### config.mk
export PLATFORM = sky130hd
export DESIGN_NAME = interval_timer_channel
export DESIGN_NICKNAME = d
export VERILOG_FILES = /design/src/rtl/ictc_pkg.sv /design/src/rtl/ictc_ctrl_decode.sv /design/src/rtl/ictc_load_path.sv /design/src/rtl/ictc_count_core.sv /design/src/rtl/interval_timer_channel.sv
export SDC_FILE = /design/constraint.sdc
export NUM_CORES = 1
export LEC_CHECK = 0
export ABC_AREA = 0
export CORE_ASPECT_RATIO = 0.7
export CORE_MARGIN = 5
export CORE_UTILIZATION = 45
export CTS_CLUSTER_SIZE = 8
export DETAILED_ROUTE_END_ITERATION = 7
export PLACE_DENSITY = 0.67
export RECOVER_POWER = 25
export SLEW_MARGIN = 30
export SYNTH_ARGS = -nofsm -noshare
export SYNTH_HDL_FRONTEND = slang
export SYNTH_SLANG_ARGS = --single-unit
### constraint.sdc
create_clock -name clk -period 5.7 [get_ports clk]
set_clock_uncertainty 0.05 [all_clocks]
set_input_delay 0.57 -clock clk [delete_from_list [all_inputs] [get_ports clk]]
set_output_delay 0.57 -clock clk [all_outputs]
set_load 0.005 [all_outputs]
### src/rtl/ictc_pkg.sv
// Shared types for the interval timer channel.
// Assumes an 8-bit command byte; field positions are fixed by the command format.
package ictc_pkg;

    localparam int CTRL_W = 8;

    // Command byte fields, most significant first.
    typedef struct packed {
        logic [1:0] chan;
        logic [1:0] access;
        logic [2:0] mode;
        logic       bcd;
    } ctrl_word_t;

    typedef enum logic {
        WAVE_RATE   = 1'b0,
        WAVE_SQUARE = 1'b1
    } wave_t;

    localparam logic [1:0] ACCESS_LO_HI = 2'b11;

endpackage

### src/rtl/ictc_ctrl_decode.sv
// Command byte filter.
// Decides whether a command-port write is accepted and which waveform it selects.
// Assumes the command byte sits in the low 8 bits of the write data.
module ictc_ctrl_decode
    import ictc_pkg::*;
#(
    parameter logic [1:0] CHANNEL_ID = 2'd0
) (
    input  logic              wr_en,
    input  logic              wr_ctrl,
    input  logic [CTRL_W-1:0] cmd_byte,
    output logic              ctrl_accept,
    output wave_t             wave_sel
);

    ctrl_word_t cw;

    // Field split and acceptance test.
    always_comb begin
        cw          = ctrl_word_t'(cmd_byte);
        ctrl_accept = wr_en && wr_ctrl
                      && (cw.chan == CHANNEL_ID)
                      && (cw.access == ACCESS_LO_HI)
                      && !cw.bcd
                      && cw.mode[1];
        wave_sel    = cw.mode[0] ? WAVE_SQUARE : WAVE_RATE;
    end

endmodule

### src/rtl/ictc_load_path.sv
// Divisor assembly.
// Collects a low byte and then a high byte into a pending divisor. An accepted
// command clears both the pending divisor and the byte order. A raw value of
// zero becomes 2**CNT_W. Assumes the core signals 'consume' only while pending is valid.
module ictc_load_path #(
    parameter int BYTE_W = 8,
    localparam int CNT_W = 2 * BYTE_W,
    localparam int DIV_W = CNT_W + 1
) (
    input  logic              clk,
    input  logic              rst_n,
    input  logic              ctrl_accept,
    input  logic              data_wr,
    input  logic [BYTE_W-1:0] data_byte,
    input  logic              consume,
    output logic              pend_valid,
    output logic [DIV_W-1:0]  pend_div
);

    logic              byte_hi;
    logic [BYTE_W-1:0] lo_q;
    logic [CNT_W-1:0]  raw_div;
    logic [DIV_W-1:0]  full_div;

    // Join the incoming high byte with the stored low byte; map zero to the maximum.
    always_comb begin
        raw_div  = {data_byte, lo_q};
        full_div = (raw_div == '0) ? {1'b1, {CNT_W{1'b0}}} : {1'b0, raw_div};
    end

    // Byte order, low-byte holding register and the pending divisor.
    always_ff @(posedge clk) begin
        if (!rst_n) begin
            byte_hi    <= 1'b0;
            lo_q       <= '0;
            pend_valid <= 1'b0;
            pend_div   <= DIV_W'(1);
        end else if (ctrl_accept) begin
            byte_hi    <= 1'b0;
            pend_valid <= 1'b0;
        end else begin
            if (consume)
                pend_valid <= 1'b0;
            if (data_wr) begin
                if (!byte_hi) begin
                    lo_q    <= data_byte;
                    byte_hi <= 1'b1;
                end else begin
                    byte_hi    <= 1'b0;
                    pend_div   <= full_div;
                    pend_valid <= 1'b1;
                end
            end
        end
    end

    AST_PTR_CLEARED: assert property (@(posedge clk) disable iff (!rst_n)
        ctrl_accept |=> !byte_hi);

    AST_PEND_NONZERO: assert property (@(posedge clk) disable iff (!rst_n)
        pend_valid |-> (pend_div != '0));

endmodule

### src/rtl/ictc_count_core.sv
// Period counter and waveform shaper.
// Counts input ticks within the current period and derives the output level
// from the position and the selected shape. Marks each period boundary with irq.
// Assumes pend_div is never zero while pend_valid is set.
module ictc_count_core
    import ictc_pkg::*;
#(
    parameter int CNT_W = 16,
    localparam int DIV_W = CNT_W + 1
) (
    input  logic             clk,
    input  logic             rst_n,
    input  logic             tick_en,
    input  logic             ctrl_accept,
    input  wave_t            wave_sel,
    input  logic             pend_valid,
    input  logic [DIV_W-1:0] pend_div,
    output logic             consume,
    output logic             wave_out,
    output logic             irq
);

    logic             armed;
    logic [DIV_W-1:0] pos;
    logic [DIV_W-1:0] cur_div;
    logic [DIV_W-1:0] high_len;
    logic             last_tick;
    wave_t            wave_q;

    // End-of-period detection and the length of the high phase.
    always_comb begin
        last_tick = (pos == cur_div - DIV_W'(1));
        high_len  = (wave_q == WAVE_SQUARE) ? (cur_div - (cur_div >> 1))
                                            : (cur_div - DIV_W'(1));
        consume   = !ctrl_accept && tick_en && pend_valid && (!armed || last_tick);
        wave_out  = !armed || (pos < high_len);
    end

    // Counting state: start, advance, wrap with reload at the boundary.
    always_ff @(posedge clk) begin
        if (!rst_n) begin
            armed   <= 1'b0;
            pos     <= '0;
            cur_div <= DIV_W'(1);
            wave_q  <= WAVE_SQUARE;
            irq     <= 1'b0;
        end else begin
            irq <= 1'b0;
            if (ctrl_accept) begin
                armed  <= 1'b0;
                wave_q <= wave_sel;
            end else if (tick_en) begin
                if (!armed) begin
                    if (pend_valid) begin
                        armed   <= 1'b1;
                        cur_div <= pend_div;
                        pos     <= '0;
                    end
                end else if (last_tick) begin
                    pos <= '0;
                    irq <= 1'b1;
                    if (pend_valid)
                        cur_div <= pend_div;
                end else begin
                    pos <= pos + DIV_W'(1);
                end
            end
        end
    end

    AST_POS_BELOW_DIV: assert property (@(posedge clk) disable iff (!rst_n)
        armed |-> (pos < cur_div));

    AST_DIV_NONZERO: assert property (@(posedge clk) disable iff (!rst_n)
        armed |-> (cur_div != '0));

    AST_IRQ_AFTER_TICK: assert property (@(posedge clk) disable iff (!rst_n)
        irq |-> $past(tick_en));

    AST_HOLD_WITHOUT_TICK: assert property (@(posedge clk) disable iff (!rst_n)
        !tick_en |=> $stable(pos));

endmodule

### src/rtl/interval_timer_channel.sv
// One interval timer channel: command filter, divisor assembly and period counter.
// Command and data share one write strobe; wr_ctrl picks the port.
// Assumes tick_en is a one-cycle pulse per input tick, synchronous to clk.
module interval_timer_channel
    import ictc_pkg::*;
#(
    parameter int         BYTE_W     = 8,
    parameter logic [1:0] CHANNEL_ID = 2'd0,
    localparam int        CNT_W      = 2 * BYTE_W,
    localparam int        DIV_W      = CNT_W + 1
) (
    input  logic              clk,
    input  logic              rst_n,
    input  logic              tick_en,
    input  logic              wr_en,
    input  logic              wr_ctrl,
    input  logic [BYTE_W-1:0] wr_data,
    output logic              wave_out,
    output logic              irq
);

    logic             ctrl_accept;
    wave_t            wave_sel;
    logic             data_wr;
    logic             consume;
    logic             pend_valid;
    logic [DIV_W-1:0] pend_div;

    // Data-port strobe.
    assign data_wr = wr_en && !wr_ctrl;

    ictc_ctrl_decode #(.CHANNEL_ID(CHANNEL_ID)) u_decode (
        .wr_en       (wr_en),
        .wr_ctrl     (wr_ctrl),
        .cmd_byte    (wr_data[CTRL_W-1:0]),
        .ctrl_accept (ctrl_accept),
        .wave_sel    (wave_sel)
    );

    ictc_load_path #(.BYTE_W(BYTE_W)) u_load (
        .clk         (clk),
        .rst_n       (rst_n),
        .ctrl_accept (ctrl_accept),
        .data_wr     (data_wr),
        .data_byte   (wr_data),
        .consume     (consume),
        .pend_valid  (pend_valid),
        .pend_div    (pend_div)
    );

    ictc_count_core #(.CNT_W(CNT_W)) u_core (
        .clk         (clk),
        .rst_n       (rst_n),
        .tick_en     (tick_en),
        .ctrl_accept (ctrl_accept),
        .wave_sel    (wave_sel),
        .pend_valid  (pend_valid),
        .pend_div    (pend_div),
        .consume     (consume),
        .wave_out    (wave_out),
        .irq         (irq)
    );

    AST_CTRL_IDLES_OUT: assert property (@(posedge clk) disable iff (!rst_n)
        ctrl_accept |=> wave_out);

    AST_REJECTED_CMD_INERT: assert property (@(posedge clk) disable iff (!rst_n)
        (wr_en && wr_ctrl && !ctrl_accept && !tick_en) |=> $stable(wave_out));

endmodule

### Yosys cells after proc, flatten, opt, wreduce, memory -nomap -nowiden

Index checks and enable logic that the tools add are counted.

* register bits: 64
* input port bits: 13
* output and inout port bits: 2
* logic and storage cells: 61

* $add $sub $neg: 3
* magnitude comparators: 1
* eq/ne operators: 3
* mux-type cells: 16
* bitwise logic cells: 5
* reductions and logical operators: 24

Operator list (number)
* 2-to-1 mux 17 bit: 8
* adder 17 x 1 -> 17 bit, second input constant: 1
* equality test 17 bit: 1
* less-than comparator 17 bit: 1
* subtractor 17 x 1 -> 17 bit, second input constant: 1
* subtractor 17 x 16 -> 17 bit: 1
* logical NOT 16 bit: 1
* AND reduction 3 bit: 4
* logical AND 1 bit: 9
* 2-to-1 mux 1 bit: 8
* NOT 1 bit: 5
* logical NOT 1 bit: 4
* OR reduction 4 bit: 1
* equality test 2 bit, second input constant: 1
* logical NOT 2 bit: 1
* logical OR 1 bit: 2
* inequality test 2 bit, second input constant: 1
* nonzero test 2 bit: 1
* OR reduction 2 bit: 1

### Depth between registers and ports, before layout

* word-level depth: 12
* mapped depth: 16
* mapped depth without buffers: 16

### By module

From an unflattened synthesis, not the netlist that was laid out.

* cell total of the unflattened synthesis: 739
* area, all modules: 5968.2 µm²

By module, submodules not included
* ictc_count_core: instances 1, cells an instance 621, area an instance 4829.6 µm², sequential area each 740.7 µm²
* ictc_load_path: instances 1, cells an instance 113, area an instance 1092.3 µm², sequential area each 540.5 µm²
* ictc_ctrl_decode: instances 1, cells an instance 4, area an instance 32.5 µm², sequential area each 0.0 µm²
* interval_timer_channel: instances 1, cells an instance 1, area an instance 13.8 µm², sequential area each 0.0 µm²

### Worst setup path after synthesis

OpenSTA, ideal clock, no wires.

* path type: reg-to-output
* start: register u_core.cur_div[11]
* end: output wave_out
* data arrival time: 3421 ps
* data required time: 5080 ps
* setup slack: 1659 ps
* cell stages (with the launch flop): 17
* path buffers: 1
* cells stage by stage: dfxtp_1 -> clkbuf_1 -> inv_1 -> ha_1 -> or3_1 -> or3_1 -> a211oi_1 -> nor4_1 -> nor2_1 -> xor2_1 -> a21o_1 -> ha_1 -> a21o_1 -> a21o_1 -> a21oi_1 -> nand2_1 -> o211ai_1

* longest elaborated chain between the ends: 4
* elaborated cells between the ends (all ways): 5
* classes of those cells: add/sub: 2; order compare: 1; mux: 1; reduce/logical: 1

RTL lines
* start: declaration: RTL line ictc_count_core.sv:25 `logic [DIV_W-1:0] cur_div;`
* start signal: assignment: RTL line ictc_count_core.sv:56 `cur_div <= pend_div;`
* start signal: assignment: RTL line ictc_count_core.sv:63 `cur_div <= pend_div;`
* subtractor 17 x 16 -> 17 bit / subtractor 17 x 1 -> 17 bit (equally long branches): RTL line ictc_count_core.sv:33, ictc_count_core.sv:34
* 2-to-1 mux 17 bit *: RTL line ictc_count_core.sv:33 `high_len = (wave_q == WAVE_SQUARE) ? (cur_div - (cur_div >> 1))`
* less-than comparator 17 bit *: RTL line ictc_count_core.sv:36 `wave_out = !armed || (pos < high_len);`
* logical OR 1 bit *: RTL line ictc_count_core.sv:36
* end: declaration: RTL line interval_timer_channel.sv:18 `output logic wave_out,`

Every way passes the cells marked *; elsewhere a longest branch is shown, timed or not.

### Worst setup path in the final report

* start: register u_core.cur_div[2]
* end: output wave_out

The elaborated chain is that of the path after synthesis.

==> flow_metrics.tcl <==
set metrics [dict create \
    final_max_slew_viol_count 0 \
    drc 0 \
    routed_wirelength_um 14050 \
    clock_latency_ns 0.33 \
    yosys_warnings 0 \
    viasPerCell 5.962 \
    final.setup.tns_ns 0 \
    tightest_slew_ns 0.9596 \
    finalCritPeriodShare_pct 91.30 \
    synthCells 660 \
    critPathBufInv 2 \
    gp_congestion 0.9180 \
    drt_iter0_drc 430 \
    crit_top_cell "a21o_1" \
    syn_nets 725 \
    crit_path_top_delay_cell "clkdlybuf4s50_1" \
    slew_headroom_pct 35.79 \
    setup_viol 0 \
    clkTransAtPathRegs_ns 0.05 \
    cts_buffer_depth 2 \
    crit_type "register to primary output" \
    ctsHoldBuffers 0 \
    numCtsBuffers 9 \
    rsz0062_at_grt "false" \
    seq_area_frac_synth_pct 24.19 \
    hold_viol 0 \
    p_per_area_nw_per_um2 184.8 \
    cts_sinks 64 \
    status "finished clean" \
    finalPower_uw 1066 \
    antenna_cells 0 \
    layout-area-overhead-vs-synth_pct 8.904 \
    grt_max_degree 69 \
    drive_above_1_share_pct 4.421 \
    wl_per_cell_um 17.29 \
    syn-cell-area_sq_um 5298 \
    cp-end-kind "primary output" \
    track_usage_pct 20.23 \
    dp_hpwl_um 10650 \
    grt_overflow 0 \
    fmax_mhz 192.1 \
    critPathLaunchType "register" \
    crit_chain "inv_1 > ha_1 > o21bai_1 > a2bb2oi_1 > a211oi_1 > nor4_1 > nor2_1 > xor2_1 > a21o_1 > ha_1 > a21o_1 > a21o_1 > a21oi_1 > nand2_1 > o211ai_1 > clkdlybuf4s50_1" \
    grt_pass1_wl_um 22910 \
    async_flop_share_pct 0 \
    irDropWorstVdd_mv 0.1644 \
    hold_path.class "register to register" \
    syn_area_per_cell_sq_um 8.027 \
    final_util_pct 49.73 \
    drtPass1Iterations 5 \
    core_sq_um 11600 \
    dr_total_vias 4847 \
    design_area_sq_um 5769 \
    layout.nets 716 \
    worstPathArrival_ns 4.58 \
    dieHeight_um 100.8 \
    finalCriticalPeriod_ns 5.204 \
    synth_flop_cell "dfxtp_1" \
    first_global_vias 4428 \
    ant_nets 0 \
    drv_cap 0 \
    cts_setup_buffers 0 \
    cp_top_family "compound AO/OA/AOI/OAI gates" \
    ys_types 62 \
    cts_tree "yes" \
    cts-root-buf "clkbuf_16" \
    worst-path-max-fanout 7 \
    leakagePower_uw 0.002277 \
    critPathRequiredTime_ns 5.08 \
    ios 15 \
    rows 33 \
    fp.dieW_um 139.7 \
    ys_ff_latch 64 \
    synth_edf_count 0 \
    post_cts_resized 0 \
    port_buffers 14 \
    antenna_found_initial 0 \
    slowest_delay_ns 0.53 \
    htree_levels 3 \
    die-area_sq_um 14080 \
    initial_core_util_pct 45.66 \
    post_dp_cell_area_sq_um 5502 \
]
==> metrics by stage <==
| stage | cells | hold WS [ns] | worst slack [ns] |
|---|---|---|---|
| 2_1_floorplan | 660 | 0.3978 | 1.659 |
| 3_3_place_gp | 797 | 0.4185 | 1.032 |
| 6_report | 813 | 0.4306 | 0.4956 |
| 3_5_place_dp | 797 | 0.4258 | 0.9029 |
| 5_1_grt | 813 | 0.4551 | 0.1878 |
| 4_1_cts | 813 | 0.4325 | 0.5194 |
==> sequential cells by signal, indices dropped and copies added (netlist names) <==
signal	flops
u_load.lo_q	8
u_core.wave_q	1
u_core.armed	1
u_load.byte_hi	1
u_core.pos	17
u_load.pend_div	17
u_core.irq	1
u_load.pend_valid	1
u_core.cur_div	17
==> synth_stat cells (all sizes together) (9+ instances only) <==
cell | number | area [sq um]
dfxtp | 64 | 1281
nand2 | 53 | 198.9
ha | 51 | 638.1
nor2 | 49 | 183.9
xnor2 | 44 | 385.4
inv | 34 | 127.6
nand3 | 34 | 170.2
clkbuf | 32 | 120.1
nand4 | 26 | 168.9
a21oi | 25 | 125.1
nor2b | 23 | 143.9
o211ai | 22 | 165.2
a31oi | 21 | 131.4
and4b | 16 | 160.2
o21ai | 14 | 70.07
mux2i | 12 | 120.1
nor3 | 12 | 60.06
a21boi | 11 | 93.84
and3 | 11 | 68.82
xor2 | 11 | 96.34
a21o | 9 | 67.56
==> worst paths after layout <==
path / startpoint / to / slack (ns) / cells after the start
min: u_load.pend_div[7]$_SDFFE_PN0P_ / u_load.pend_div[7]$_SDFFE_PN0P_ / 0.43 / 2
max: u_core.cur_div[2]$_SDFFE_PN0P_ / wave_out / 0.50 / 16
min reg2reg: u_load.pend_div[7]$_SDFFE_PN0P_ / u_load.pend_div[7]$_SDFFE_PN0P_ / 0.43 / 2
max reg2reg: u_core.cur_div[2]$_SDFFE_PN0P_ / u_core.pos[13]$_SDFFE_PN0P_ / 1.59 / 9
==> placed cells by master (no fill, tap or decap), types with 7 or more instances in the layout <==
cell | netlist | routed
clkdlybuf4s50_1 | 0 | 10
nand2_1 | 53 | 53
a21o_1 | 9 | 9
clkbuf_16 | 0 | 9
xnor2_1 | 44 | 44
a21oi_1 | 25 | 25
and4b_1 | 16 | 16
o21ai_0 | 14 | 14
nand3_1 | 34 | 34
nor2_1 | 49 | 49
a22oi_1 | 7 | 7
nor2b_1 | 23 | 23
inv_1 | 34 | 34
xor2_1 | 11 | 11
ha_1 | 51 | 51
nand4_1 | 25 | 25
o211ai_1 | 22 | 22
mux2i_1 | 12 | 12
nor3_1 | 12 | 12
a21boi_0 | 10 | 10
a31oi_1 | 21 | 21
and3_1 | 11 | 10
dfxtp_1 | 64 | 64
==> kinds of logic (layout without fill, tap and decap cells) <==
| logic type | Yosys count | count (layout) | share of synthesized area, % |
|---|---|---|---|
| adders and majority gates | 52 | 52 | 12.42 |
| muxes | 13 | 13 | 2.480 |
| buffers and inverters | 74 | 70 | 5.597 |
| xor gates and xnor gates | 58 | 58 | 10.37 |
| DFF | 64 | 64 | 24.19 |
| AOI/OAI and AO/OA | 145 | 145 | 18.89 |
| and+or+nand+nor | 254 | 254 | 26.05 |
==> cell type report <==
cell class              count  area (sq um)
clock buffers              12         246.5
clock inverters             4         20.02
fillers                  1094          5833
inverters                  35         131.4
multi-input cells         522          3721
flip-flops and latches     64          1281
well taps                 157         196.4
repair buffers             19         172.7
==> worst register-to-register path: stages (launching register included) <==
cell and delay (ns):
dfxtp_1 0.50, inv_1 0.14, ha_1 0.28, and3b_2 0.28, xnor2_1 0.19, a221o_1 0.39
or4_1 0.52, or4b_2 0.99, a21boi_4 0.54, nor2_1 0.11
==> routing by layer <==
metal | up-vias | GRT usage (%) | wire length (um)
met1 | 2313 | 30.39 | 7263
met3 | 13 | 3.983 | 779
li1 | 2391 | - | -
met2 | 130 | 30.11 | 5895
met4 | 0 | 3.946 | 115
met5 | - | 0 | 0
==> where the power goes <==
part           switching [uW]  internal, uW
clock                     186           303
combinational            78.8          38.6
sequential               5.49           454
(Power assumes the default switching activity.)
